$ cat src/rtl/bus_trig_pkg.sv
package bus_trig_pkg;

  typedef enum logic [3:0] {
    MODE_A_ONLY       = 4'd0,
    MODE_A_OR_B       = 4'd1,
    MODE_A_THEN_B     = 4'd2,
    MODE_A_DATA       = 4'd3,
    MODE_A_NOT_DATA   = 4'd4,
    MODE_EVT_B        = 4'd5,
    MODE_A_THEN_EVT_B = 4'd6,
    MODE_IN_RANGE     = 4'd7,
    MODE_OUT_RANGE    = 4'd8
  } trigMode_e;

  localparam int NUM_CMP = 2;
  localparam int CMP_A   = 0;
  localparam int CMP_B   = 1;

  // Comparison results handed from datapath to control
  typedef struct packed {
    logic hitA;    // address equal A, direction ok
    logic hitB;    // address equal B, direction ok
    logic eqA;     // raw address equality on A
    logic dataEq;  // data byte equals low part of B
    logic geA;     // address >= A
    logic leB;     // address <= B
    logic rwOkA;
    logic rwOkB;
  } cmpHits_t;

  // Strobes from control back to the datapath output stage
  typedef struct packed {
    logic fire;
    logic capture;
  } ctlStrobes_t;

endpackage

$ cat src/rtl/trig_addr_cmp.sv
module trig_addr_cmp #(
  parameter int ADDR_W = 16
) (
  input  logic [ADDR_W-1:0] addr,
  input  logic [ADDR_W-1:0] refAddr,
  input  logic              rwEn,
  input  logic              rwVal,
  input  logic              busRead,
  output logic              eq,
  output logic              ge,
  output logic              le,
  output logic              rwOk
);
  always_comb begin
    eq   = (addr == refAddr);
    ge   = (addr >= refAddr);
    le   = (addr <= refAddr);
    rwOk = !rwEn || (busRead == rwVal);
  end
endmodule

$ cat src/rtl/trig_cmp_datapath.sv
module trig_cmp_datapath
  import bus_trig_pkg::*;
#(
  parameter int ADDR_W = 16,
  parameter int DATA_W = 8
) (
  input  logic              clk,
  input  logic              rstN,
  input  logic              busValid,
  input  logic [ADDR_W-1:0] busAddr,
  input  logic [DATA_W-1:0] busData,
  input  logic              busRead,
  input  logic [ADDR_W-1:0] cmpAAddr,
  input  logic [ADDR_W-1:0] cmpBAddr,
  input  logic              rwAEn,
  input  logic              rwAVal,
  input  logic              rwBEn,
  input  logic              rwBVal,
  input  ctlStrobes_t       strobes,
  output cmpHits_t          hits,
  output logic              trigPulse,
  output logic              captureData,
  output logic              matchA,
  output logic              matchB
);
  logic [ADDR_W-1:0] refArr [NUM_CMP];
  logic              rwEnArr [NUM_CMP];
  logic              rwValArr [NUM_CMP];
  logic              eqArr [NUM_CMP];
  logic              geArr [NUM_CMP];
  logic              leArr [NUM_CMP];
  logic              okArr [NUM_CMP];

  always_comb begin
    refArr[CMP_A]   = cmpAAddr;
    refArr[CMP_B]   = cmpBAddr;
    rwEnArr[CMP_A]  = rwAEn;
    rwEnArr[CMP_B]  = rwBEn;
    rwValArr[CMP_A] = rwAVal;
    rwValArr[CMP_B] = rwBVal;
  end

  for (genvar gi = 0; gi < NUM_CMP; gi++) begin : gCmp
    trig_addr_cmp #(.ADDR_W(ADDR_W)) uCmp (
      .addr   (busAddr),
      .refAddr(refArr[gi]),
      .rwEn   (rwEnArr[gi]),
      .rwVal  (rwValArr[gi]),
      .busRead(busRead),
      .eq     (eqArr[gi]),
      .ge     (geArr[gi]),
      .le     (leArr[gi]),
      .rwOk   (okArr[gi])
    );
  end

  always_comb begin
    hits.eqA    = eqArr[CMP_A];
    hits.rwOkA  = okArr[CMP_A];
    hits.rwOkB  = okArr[CMP_B];
    hits.hitA   = eqArr[CMP_A] && okArr[CMP_A];
    hits.hitB   = eqArr[CMP_B] && okArr[CMP_B];
    hits.dataEq = (busData == cmpBAddr[DATA_W-1:0]);
    hits.geA    = geArr[CMP_A];
    hits.leB    = leArr[CMP_B];
  end

  always_ff @(posedge clk or negedge rstN) begin
    if (!rstN) begin
      trigPulse   <= 1'b0;
      captureData <= 1'b0;
      matchA      <= 1'b0;
      matchB      <= 1'b0;
    end else begin
      trigPulse   <= strobes.fire;
      captureData <= strobes.capture;
      matchA      <= busValid && hits.hitA;
      matchB      <= busValid && hits.hitB;
    end
  end
endmodule

$ cat src/rtl/trig_mode_ctrl.sv
module trig_mode_ctrl
  import bus_trig_pkg::*;
(
  input  logic        clk,
  input  logic        rstN,
  input  logic        armEn,
  input  logic        busValid,
  input  logic [3:0]  modeSel,
  input  cmpHits_t    hits,
  output ctlStrobes_t strobes,
  output logic        seqSeen
);
  logic armedCycle;
  logic modeHit;
  logic captureMode;
  logic seqMode;

  always_comb begin
    armedCycle  = armEn && busValid;
    modeHit     = 1'b0;
    captureMode = 1'b0;
    seqMode     = 1'b0;
    case (modeSel)
      MODE_A_ONLY:     modeHit = hits.hitA;
      MODE_A_OR_B:     modeHit = hits.hitA || hits.hitB;
      MODE_A_THEN_B: begin
        seqMode = 1'b1;
        modeHit = hits.hitB && seqSeen;
      end
      MODE_A_DATA:     modeHit = hits.eqA && hits.dataEq && hits.rwOkA;
      MODE_A_NOT_DATA: modeHit = hits.eqA && !hits.dataEq && hits.rwOkA;
      MODE_EVT_B: begin
        captureMode = 1'b1;
        modeHit     = hits.hitB;
      end
      MODE_A_THEN_EVT_B: begin
        seqMode     = 1'b1;
        captureMode = 1'b1;
        modeHit     = hits.hitB && seqSeen;
      end
      MODE_IN_RANGE:
        modeHit = hits.geA && hits.leB && hits.rwOkA && hits.rwOkB;
      MODE_OUT_RANGE:
        modeHit = (!hits.geA || !hits.leB) && hits.rwOkA && hits.rwOkB;
      default: modeHit = 1'b0;
    endcase
    strobes.fire    = armedCycle && modeHit;
    strobes.capture = armedCycle && modeHit && captureMode;
  end

  always_ff @(posedge clk or negedge rstN) begin
    if (!rstN) begin
      seqSeen <= 1'b0;
    end else if (!armEn) begin
      seqSeen <= 1'b0;
    end else if (armedCycle && seqMode && hits.hitA) begin
      seqSeen <= 1'b1;
    end
  end
endmodule

$ cat src/rtl/bus_trigger_eval.sv
module bus_trigger_eval
  import bus_trig_pkg::*;
#(
  parameter int ADDR_W = 16,
  parameter int DATA_W = 8
) (
  input  logic              clk,
  input  logic              rstN,
  input  logic              armEn,
  input  logic [3:0]        modeSel,
  input  logic [ADDR_W-1:0] cmpAAddr,
  input  logic [ADDR_W-1:0] cmpBAddr,
  input  logic              rwAEn,
  input  logic              rwAVal,
  input  logic              rwBEn,
  input  logic              rwBVal,
  input  logic              busValid,
  input  logic [ADDR_W-1:0] busAddr,
  input  logic [DATA_W-1:0] busData,
  input  logic              busRead,
  output logic              trigPulse,
  output logic              captureData,
  output logic              matchA,
  output logic              matchB,
  output logic              seqSeen
);
  cmpHits_t    hits;
  ctlStrobes_t strobes;

  trig_cmp_datapath #(.ADDR_W(ADDR_W), .DATA_W(DATA_W)) uDp (
    .clk        (clk),
    .rstN       (rstN),
    .busValid   (busValid),
    .busAddr    (busAddr),
    .busData    (busData),
    .busRead    (busRead),
    .cmpAAddr   (cmpAAddr),
    .cmpBAddr   (cmpBAddr),
    .rwAEn      (rwAEn),
    .rwAVal     (rwAVal),
    .rwBEn      (rwBEn),
    .rwBVal     (rwBVal),
    .strobes    (strobes),
    .hits       (hits),
    .trigPulse  (trigPulse),
    .captureData(captureData),
    .matchA     (matchA),
    .matchB     (matchB)
  );

  trig_mode_ctrl uCtl (
    .clk     (clk),
    .rstN    (rstN),
    .armEn   (armEn),
    .busValid(busValid),
    .modeSel (modeSel),
    .hits    (hits),
    .strobes (strobes),
    .seqSeen (seqSeen)
  );
endmodule

$ cat config.mk
export PLATFORM = sky130hd
export DESIGN_NAME = bus_trigger_eval
export DESIGN_NICKNAME = d
export VERILOG_FILES = /design/src/rtl/bus_trig_pkg.sv /design/src/rtl/trig_addr_cmp.sv /design/src/rtl/trig_cmp_datapath.sv /design/src/rtl/trig_mode_ctrl.sv /design/src/rtl/bus_trigger_eval.sv
export SDC_FILE = /design/constraint.sdc
export NUM_CORES = 1
export LEC_CHECK = 0
export BUFFER_PORTS_ARGS = -buffer_cell sky130_fd_sc_hd__buf_2
export CAP_MARGIN = 20
export CORE_MARGIN = 3
export CORE_UTILIZATION = 44
export CTS_CLUSTER_SIZE = 8
export DETAILED_ROUTE_END_ITERATION = 10
export GPL_TIMING_DRIVEN = 0
export PLACE_DENSITY_LB_ADDON = 0.1
export SLEW_MARGIN = 20
export SYNTH_ARGS = -nofsm -noshare
export SYNTH_HDL_FRONTEND = slang
export SYNTH_SLANG_ARGS = --single-unit
$ cat constraint.sdc
create_clock -name clk -period 1.2 [get_ports clk]
set_input_delay 0.18 -clock clk [delete_from_list [all_inputs] [get_ports clk]]
set_output_delay 0.18 -clock clk [all_outputs]
set_load 0.02 [all_outputs]
==> flow_summary_export.csv, run 1 <==
group,metric,value,unit
status,outcome,"finished, violations left",
status,violations,"negative setup slack",
timing,hold_viol_final,0,
yosys,ys_seq_elements,5,
route,drt_first_iter_violations,15,
timing,unrepaired_setup_endpoints_after_global_routing,"true",
power_and_ir_drop,cell_internal_pwr,611,uW
global_route,grt_first_pass_wirelength,6.09,mm
timing,post-route-period-util,155,%
route,detail-route-antenna-nets,0,
route,vias_per_cell,5.52,
die,initial_utilization,48.4,%
critical_path,critical_path.top_delay_family,"simple AND/OR/NAND/NOR gates",
cells_and_area,number_of_nets_at_the_end_of_the_flow,351,
yosys,synth.yosys.seq_area_share,9.98,%
global_route,antenna_found_initial,0,
place,dpl.hpwl,3.12,mm
yosys,synth.yosys.warnings,0,
route,drt_pass_1_iters,4,
critical_path,critical_path.n_buffers_inverters,1,
route,wire_per_inst,14.7,um
route,vias,1541,
cells_and_area,layout-drive-gt1-share,51.0,%
power_and_ir_drop,net-switching-power,367,uW
clock_network,cts_tree,"done",
clock_network,ctsLongestPathBuffers,2,
place,post_dp_cell_area,1780,um^2
place,dp_slack,-0.982,ns
clock_network,worst_path_clk_slew,0.05,ns
clock_network,clock_insertion_delay_worst_skew,0.24,ns
yosys,synthArstFlopShare,100,%
die,core,2590,um^2
cells_and_area,final_common_cell,"sky130_fd_sc_hd__buf_2",
global_route,first_global_vias,1564,
yosys,synth_edf_count,0,
yosys,yosysTopAreaCell,"sky130_fd_sc_hd__ha_1",
route,remaining_drc_errors,0,
power_and_ir_drop,pwr_density_cell,460,nW/um^2
place,place.port_buffers,72,
critical_path,worstPathCellList,"buf_2 -> ha_4 -> nand4_1 -> or3_1 -> a31oi_1 -> nor4b_2 -> or4_1 -> a31oi_1",
die,num_rows,18,
timing,timing.final.setup_violations,4,
timing,timing_max_transition_violations_final,0,
timing,setup_ws,-0.659,ns
cells_and_area,layout.cells.most_common_list,"sky130_fd_sc_hd__buf_2 (62), sky130_fd_sc_hd__inv_1 (21), sky130_fd_sc_hd__ha_4 (20)",
timing,period_needed,1.86,ns
critical_path,start_kind,"input pin",
power_and_ir_drop,power_frac_comb,63.2,%
global_route,grt_max_degree,10,
place,place.gp.congestion,0.756,
clock_network,cts_htree_levels,1,
critical_path,crit_type,"input pin to register",
cells_and_area,antennaDiodeCount,0,
die,fp.dieW,59.4,um
power_and_ir_drop,peakVddDrop,0.516,mV
yosys,syn-mean-instance-area,7.60,um^2
yosys,synthesis.nets,266,
clock_network,cts.sinks,5,
cells_and_area,final_design_area_no_fill,2120,um^2
hold_path,holdCritPathClass,"input pin to register",
run,timing.max_cap.violations,0,
critical_path,endpoint_kind,"register",
yosys,synth_top_cell_area_share,31.9,%
yosys,synthesis.area,1250,um^2
timing,worst_pin_slew,0.605,ns
timing,worst_clock_skew,0.00383,ns
timing,clock.fmax,538,MHz
cells_and_area,area_growth,69.5,%
critical_path,crit_required,1.35,ns
power_and_ir_drop,share_clk_of_total_power,19.5,%
power_and_ir_drop,leakage,1.03,nW
die,ioPinCount,74,
power_and_ir_drop,power.sequential.fraction,17.3,%
power_and_ir_drop,sw_frac_of_total,37.5,%
global_route,gr-total-overflow,0,
critical_path,worstPathMaxFanout,3,
clock_network,cts-buffers-inserted,3,
yosys,syn_inst,165,
yosys,ys.flop_type,"sky130_fd_sc_hd__dfrtp_1",
critical_path,worstPathArrival,2.01,ns
power_and_ir_drop,power.total,978,uW
route,route.final.wire_length,4.10,mm
critical_path,slowest_stage,"sky130_fd_sc_hd__or4_1",
clock_network,cts-root-buf,"sky130_fd_sc_hd__clkbuf_4",
yosys,netlist_top_cells_area,"sky130_fd_sc_hd__ha_1 (32%), sky130_fd_sc_hd__dfrtp_1 (10%), sky130_fd_sc_hd__inv_1 (9.9%)",
critical_path,crit_path_max_incr_delay,0.42,ns
die,die_height,59.4,um
timing,slew-limit-headroom,59.3,%
die,floorplan.die_area,3530,um^2
global_route,global_route.usage.total,21.4,%
critical_path,cp_common_cell,"sky130_fd_sc_hd__a31oi_1",
yosys,synth_cell_type_count,33,
power groups by stage:
stage	Clock, mW	Sequential, mW	Combinational, mW
after floorplan	0	0.172	0.269
after global placement	0	0.172	0.459
after detailed placement	0	0.172	0.486
after CTS	0.189	0.170	0.541
after global routing	0.207	0.169	0.692
final	0.190	0.170	0.618
kinds of logic after synthesis:
group,count (synthesis),synth area share (%)
AND/OR/NAND/NOR,48,21.8
buffers and inverters,34,10.7
XOR/XNOR,10,6.99
flip-flops,5,9.98
AO/OA/AOI/OAI,36,18.7
adder cells (fa/ha/maj),32,31.9
layer usage:
layer / up-vias / track usage, % / part of all wire, %
met5: - / 0 / 0
met4: 0 / 6.47 / 2.8
met2: 84 / 41.0 / 51
li1: 770 / - / -
met1: 677 / 23.8 / 37
met3: 10 / 3.05 / 9.2
worst paths after layout:
kind | start | end | slack, ns | depth (start not counted)
setup reg to reg | uCtl.seqSeen | uDp.trigPulse | -0.06 | 6
min in group asynchronous | rstN | uDp.captureData | 0.28 | 2
hold reg to reg | uCtl.seqSeen | uCtl.seqSeen | 0.54 | 1
setup / recovery | busAddr[6] | uDp.trigPulse | -0.66 | 8
max in group asynchronous | rstN | uCtl.seqSeen | 0.80 | 2
hold / removal | armEn | uCtl.seqSeen | 0.20 | 2
through the flow:
step	TNS, ns	utilization, %	hold slack (ns)	instances
final	-1.65	82.0	0.199	279
after global routing	-1.87	82.0	0.205	279
after CTS	-1.47	75.8	0.195	279
after detailed placement	-2.89	68.6	-0.00708	267
after global placement	-2.70	68.6	-0.00988	267
after floorplan	-1.25	-	-0.116	165
cells in the mapped netlist (3+ instances only):
cell type,number
sky130_fd_sc_hd__a21oi_1,13
sky130_fd_sc_hd__a221oi_1,3
sky130_fd_sc_hd__a31oi_1,4
sky130_fd_sc_hd__dfrtp_1,5
sky130_fd_sc_hd__ha_1,32
sky130_fd_sc_hd__inv_1,33
sky130_fd_sc_hd__nand2_1,11
sky130_fd_sc_hd__nand3_1,3
sky130_fd_sc_hd__nand4_1,11
sky130_fd_sc_hd__nor2_1,4
sky130_fd_sc_hd__nor2b_1,3
sky130_fd_sc_hd__nor4_1,3
sky130_fd_sc_hd__o211ai_1,4
sky130_fd_sc_hd__o21ai_0,4
sky130_fd_sc_hd__xor2_1,10
state kept, by name (all words and copies together), names as in the netlist:
name,count
uDp.matchB,1
uDp.trigPulse,1
uCtl.seqSeen,1
uDp.captureData,1
uDp.matchA,1
area by class of cell:
| type | count | area, um^2 |
|---|---|---|
| multi-input cells | 126 | 1310 |
| repair buffers | 80 | 474 |
| fillers | 175 | 465 |
| inverters | 33 | 139 |
| flip-flops and latches | 5 | 125 |
| well taps | 30 | 37.5 |
| clock buffers | 4 | 26.3 |
| plain buffers | 1 | 10.0 |
repair_timing:
item / in CTS / in global routing
resized for setup: 19 / 22
pin swaps: 9 / 12
hold buffers: 1 / 0
setup endpoints to repair: 4 / 4
buffers inserted: 7 / 0
endpoints found under the hold margin: 5 / 0
No activity file was read; power rests on OpenSTA's default activity.
==> run 2: changes to the inputs <==
--- a/config.mk
+++ b/config.mk
@@ -5,12 +5,13 @@
 export SDC_FILE = /design/constraint.sdc
 export NUM_CORES = 1
 export LEC_CHECK = 0
-export BUFFER_PORTS_ARGS = -buffer_cell sky130_fd_sc_hd__buf_2
+export ABC_AREA = 0
 export CAP_MARGIN = 20
 export CORE_MARGIN = 3
-export CORE_UTILIZATION = 44
+export CORE_UTILIZATION = 41
 export CTS_CLUSTER_SIZE = 8
 export DETAILED_ROUTE_END_ITERATION = 10
+export DONT_BUFFER_PORTS = 1
 export GPL_TIMING_DRIVEN = 0
 export PLACE_DENSITY_LB_ADDON = 0.1
 export SLEW_MARGIN = 20
==> flow_summary_export.csv, run 2 (synthesized netlist as in run 1, its figures left out) <==
group,metric,value,unit
status,outcome,"finished, violations left",
status,violations,"negative setup slack",
clock_network,cts_htree_levels,1,
global_route,grt_first_pass_wirelength,5.06,mm
timing,worst_pin_slew,0.443,ns
die,num_rows,19,
cells_and_area,layout-drive-gt1-share,38.8,%
global_route,global_route.usage.total,17.6,%
die,core,2830,um^2
place,place.gp.congestion,0.904,
timing,hold_viol_final,0,
cells_and_area,antennaDiodeCount,0,
power_and_ir_drop,peakVddDrop,0.217,mV
route,drt_first_iter_violations,25,
critical_path,worstPathMaxFanout,3,
global_route,antenna_found_initial,0,
critical_path,worstPathArrival,1.86,ns
cells_and_area,area_growth,46.9,%
die,die_height,61.3,um
timing,period_needed,1.71,ns
global_route,first_global_vias,1237,
timing,holdWs,0.0788,ns
critical_path,crit_path_max_incr_delay,0.52,ns
die,fp.dieW,61.3,um
die,ioPinCount,74,
clock_network,cts-buffers-inserted,3,
timing,unrepaired_setup_endpoints_after_global_routing,"true",
clock_network,worst_path_clk_slew,0.04,ns
place,place.port_buffers,0,
timing,timing.final.setup_violations,4,
die,initial_utilization,44.3,%
timing,timing_max_transition_violations_final,0,
cells_and_area,layout.cells.most_common_list,"sky130_fd_sc_hd__ha_4 (21), sky130_fd_sc_hd__inv_1 (13), sky130_fd_sc_hd__buf_4 (13)",
global_route,grt_max_degree,10,
hold_path,holdCritPathClass,"input pin to register",
timing,setup_ws,-0.509,ns
run,timing.max_cap.violations,0,
place,dp_slack,-0.868,ns
clock_network,cts-root-buf,"sky130_fd_sc_hd__clkbuf_4",
cells_and_area,number_of_nets_at_the_end_of_the_flow,285,
route,route.final.wire_length,3.57,mm
clock_network,ctsLongestPathBuffers,2,
critical_path,start_kind,"input pin",
clock_network,cts_tree,"done",
cells_and_area,final_design_area_no_fill,1840,um^2
power_and_ir_drop,leakage,0.749,nW
timing,fin_setup_tns,-1.17,ns
critical_path,endpoint_kind,"register",
timing,slew-limit-headroom,70.2,%
place,post_dp_cell_area,1420,um^2
timing,post-route-period-util,142,%
route,wire_per_inst,16.7,um
die,floorplan.die_area,3760,um^2
critical_path,worstPathCellList,"inv_1 -> ha_4 -> nand4_1 -> nor4_4 -> a31oi_2 -> or4_1 -> a31oi_1",
critical_path,crit_required,1.35,ns
route,vias,1275,
place,place.detailed.instances,196,
clock_network,cts.sinks,5,
route,detail-route-antenna-nets,0,
place,dpl.hpwl,2.87,mm
critical_path,crit_type,"input pin to register",
timing,clock.fmax,585,MHz
route,vias_per_cell,5.96,
critical_path,slowest_stage,"sky130_fd_sc_hd__or4_1",
cells_and_area,final_common_cell,"sky130_fd_sc_hd__ha_4",
cells_and_area,instances_no_fill,214,
clock_network,clock_insertion_delay_worst_skew,0.23,ns
timing,worst_clock_skew,0.00153,ns
route,remaining_drc_errors,0,
power_and_ir_drop,pwr_density_cell,447,nW/um^2
route,drt_pass_1_iters,4,
global_route,gr-total-overflow,0,
[run 2: power by group]
group | switching (mW) | internal [mW] | total (mW) | leakage, nW
combinational | 0.218 | 0.246 | 0.464 | 0.664
sequential | 0.000416 | 0.170 | 0.170 | 0.0699
clock | 0.0641 | 0.125 | 0.189 | 0.0150
total | 0.283 | 0.541 | 0.824 | 0.749
[run 2: final cells by class]
cell class | count | area (um^2)
flip-flops and latches | 5 | 125
inverters | 33 | 184
fillers | 240 | 987
plain buffers | 1 | 10.0
well taps | 31 | 38.8
repair buffers | 14 | 108
clock buffers | 4 | 26.3
multi-input cells | 126 | 1350
[run 2: per-stage QoR]
step           power, mW  utilization (%)
6_report           0.824             65.1
5_1_grt            0.911             65.1
4_1_cts            0.779             59.5
3_5_place_dp       0.513             50.1
3_3_place_gp       0.493             50.1
2_1_floorplan      0.441                -
[run 2: worst paths after layout]
kind | endpoint | from | slack (ns) | cells after the start
setup reg to reg | uDp.trigPulse | uCtl.seqSeen | -0.21 | 6
max in group asynchronous | uDp.trigPulse | rstN | 0.79 | 1
setup / recovery | uDp.trigPulse | cmpBAddr[7] | -0.51 | 7
hold reg to reg | uCtl.seqSeen | uCtl.seqSeen | 0.70 | 1
hold / removal | uCtl.seqSeen | armEn | 0.08 | 1
min in group asynchronous | uCtl.seqSeen | rstN | 0.23 | 1
[run 2: worst max-delay path, delay by kind of cell]
kind / cells / cell delay [ns]
adders and majority gates: 1 / 0.27
AOI/OAI and AO/OA: 2 / 0.24
buffers and inverters: 1 / 0.04
and+or+nand+nor: 3 / 1.12
[run 2: timing repair]
action | CTS | global route
gates resized for setup | 25 | 31
cloned | 0 | 0
buffers inserted | 11 | 2
hold buffers | 1 | 0
hold endpoints to repair | 5 | 0
endpoints found under the setup margin | 3 | 4
pin swaps | 26 | 17
[run 2: routing by layer]
metal	GRT usage, %	vias up	share of wire [%]
li1	-	632	-
met1	19.9	579	38
met2	34.1	58	53
met3	2.31	6	7.9
met4	4.33	0	1.9
met5	0	-	0
==> run 3: changes to the inputs <==
--- a/config.mk
+++ b/config.mk
@@ -7,6 +7,7 @@
 export LEC_CHECK = 0
 export ABC_AREA = 0
 export CAP_MARGIN = 20
+export CORE_ASPECT_RATIO = 1.75
 export CORE_MARGIN = 3
 export CORE_UTILIZATION = 41
 export CTS_CLUSTER_SIZE = 8
==> flow_summary_export.csv, run 3 (synthesized netlist as in run 1, its figures left out) <==
group,metric,value,unit
status,outcome,"finished, violations left",
status,violations,"negative setup slack",
route,vias_per_cell,6.00,
global_route,global_route.usage.met3,3.40,%
global_route,grt.busiest_layer,"met2",
place,post_dp_cell_area,1410,um^2
timing,clock.fmax,568,MHz
critical_path,endpoint_kind,"register",
route,detail-route-antenna-nets,0,
global_route,first_global_vias,1236,
route,remaining_drc_errors,0,
power_and_ir_drop,leakage,0.747,nW
timing,setup_ws,-0.560,ns
route,drt_first_iter_violations,7,
clock_network,worst_path_clk_slew,0.03,ns
cells_and_area,number_of_nets_at_the_end_of_the_flow,282,
route,route.final.wire_length,3.40,mm
cells_and_area,fraction_of_the_core_area_covered_by_cells_at_the_end_of_the_flow,59.6,%
timing,fin_setup_tns,-1.28,ns
critical_path,start_kind,"input pin",
global_route,grt_use_met2,32.4,%
cells_and_area,layout.cells.most_common_list,"sky130_fd_sc_hd__inv_1 (21), sky130_fd_sc_hd__ha_1 (19), sky130_fd_sc_hd__ha_4 (13)",
critical_path,crit_required,1.32,ns
clock_network,clock_insertion_delay_worst_skew,0.21,ns
global_route,antenna_found_initial,0,
critical_path,worstPathArrival,1.88,ns
timing,post-route-period-util,147,%
route,vias,1242,
cells_and_area,layout-drive-gt1-share,27.8,%
clock_network,ctsLongestPathBuffers,2,
clock_network,cts_tree,"done",
timing,hold_viol_final,0,
die,num_rows,25,
clock_network,cts-buffers-inserted,3,
cells_and_area,final_design_area_no_fill,1680,um^2
cells_and_area,final_common_cell,"sky130_fd_sc_hd__inv_1",
die,core,2820,um^2
critical_path,crit_type,"input pin to register",
timing,worst_pin_slew,0.386,ns
critical_path,rr_worst_depth,6,
timing,worst_clock_skew,0.000427,ns
timing,period_needed,1.76,ns
timing,holdWs,0.0843,ns
critical_path,crit_path_end,"uDp.trigPulse",
die,ioPinCount,74,
critical_path,crit_start,"cmpBAddr[15]",
die,floorplan.die_area,3780,um^2
critical_path,worstPathMaxFanout,3,
critical_path,r2r-start,"uCtl.seqSeen",
clock_network,cts_htree_levels,1,
critical_path,worst_r2r_endpoint,"uDp.captureData",
power_and_ir_drop,pwr_density_cell,526,nW/um^2
die,fp.dieW,47.8,um
die,initial_utilization,44.5,%
clock_network,cts.sinks,5,
timing,unrepaired_setup_endpoints_after_global_routing,"true",
global_route,grt_max_degree,10,
route,wire_per_inst,16.4,um
power_and_ir_drop,power.total,882,uW
die,die_height,79.2,um
global_route,grt.met1_usage,18.5,%
hold_path,holdCritPathClass,"input pin to register",
power_and_ir_drop,peakVddDrop,0.427,mV
route,drt_pass_1_iters,4,
clock_network,cts-root-buf,"sky130_fd_sc_hd__clkbuf_8",
place,dpl.hpwl,2.86,mm
global_route,gr-total-overflow,0,
global_route,global_route.usage.total,17.4,%
timing,slew-limit-headroom,74.0,%
global_route,grt_first_pass_wirelength,5.02,mm
timing,timing_max_transition_violations_final,0,
cells_and_area,area_growth,33.7,%
critical_path,worst-r2r-setup-slack,-0.21,ns
run,timing.max_cap.violations,0,
place,place.gp.congestion,0.831,
timing,timing.final.setup_violations,4,
cells_and_area,antennaDiodeCount,0,
place,place.port_buffers,0,
-- run 3: changes by cell type in the layout (fill, tap and decap cells not counted), moves of 2 or more --
cell | before | now
sky130_fd_sc_hd__buf_4 | 13 | 10
sky130_fd_sc_hd__clkbuf_4 | 3 | 0
sky130_fd_sc_hd__clkbuf_8 | 0 | 3
sky130_fd_sc_hd__ha_1 | 11 | 19
sky130_fd_sc_hd__ha_4 | 21 | 13
sky130_fd_sc_hd__inv_1 | 13 | 21
sky130_fd_sc_hd__inv_4 | 6 | 3
sky130_fd_sc_hd__inv_6 | 2 | 0
-- run 3: critical path: stages --
cell and delay, ns:
sky130_fd_sc_hd__inv_2 0.03, sky130_fd_sc_hd__ha_4 0.26, sky130_fd_sc_hd__nand4_1 0.13, sky130_fd_sc_hd__buf_4 0.18, sky130_fd_sc_hd__nor4_4 0.28, sky130_fd_sc_hd__a31oi_2 0.07
sky130_fd_sc_hd__or4_1 0.53, sky130_fd_sc_hd__a31oi_1 0.22
-- run 3: layer usage --
layer,share of wire (%),vias up
met5,0,-
met1,35,560
met3,6.8,0
li1,-,626
met2,58,56
met4,0,0
-- run 3: how the worst min path moves through the flow --
stage / start / to / slack [ns] / depth (start not counted)
2_1_floorplan: rstN / uCtl.seqSeen / -0.12 / 0
3_3_place_gp: rstN / uDp.matchA / -0.12 / 0
3_5_place_dp: rstN / uDp.matchA / -0.12 / 0
4_1_cts: armEn / uCtl.seqSeen / 0.08 / 1
5_1_grt: armEn / uCtl.seqSeen / 0.09 / 1
6_report: armEn / uCtl.seqSeen / 0.08 / 1
-- run 3: per-stage QoR --
step,instances,setup WS (ns)
after global placement,192,-0.823
final,207,-0.560
after CTS,201,-0.547
after detailed placement,192,-0.867
after global routing,207,-0.620
after floorplan,165,-0.577
-- run 3: layout make-up --
| cell class | instances | area (um^2) |
|---|---|---|
| repair buffers | 11 | 85.1 |
| fillers | 253 | 1140 |
| clock buffers | 4 | 45.0 |
| flip-flops and latches | 5 | 125 |
| plain buffers | 1 | 10.0 |
| well taps | 27 | 33.8 |
| inverters | 33 | 146 |
| multi-input cells | 126 | 1230 |
-- run 3: power by group --
group,internal [mW],total [mW],switching [mW]
logic,0.215,0.415,0.200
clock network,0.227,0.296,0.0696
registers,0.170,0.170,0.000410
total,0.612,0.882,0.270
-- run 3: what timing repair did --
action / 4_1_cts / 5_1_grt
endpoints found under the hold margin: 5 / 0
hold buffers: 1 / 0
setup endpoints to repair: 3 / 3
resized for setup: 5 / 18
pin swaps: 9 / 14
setup buffers: 4 / 6
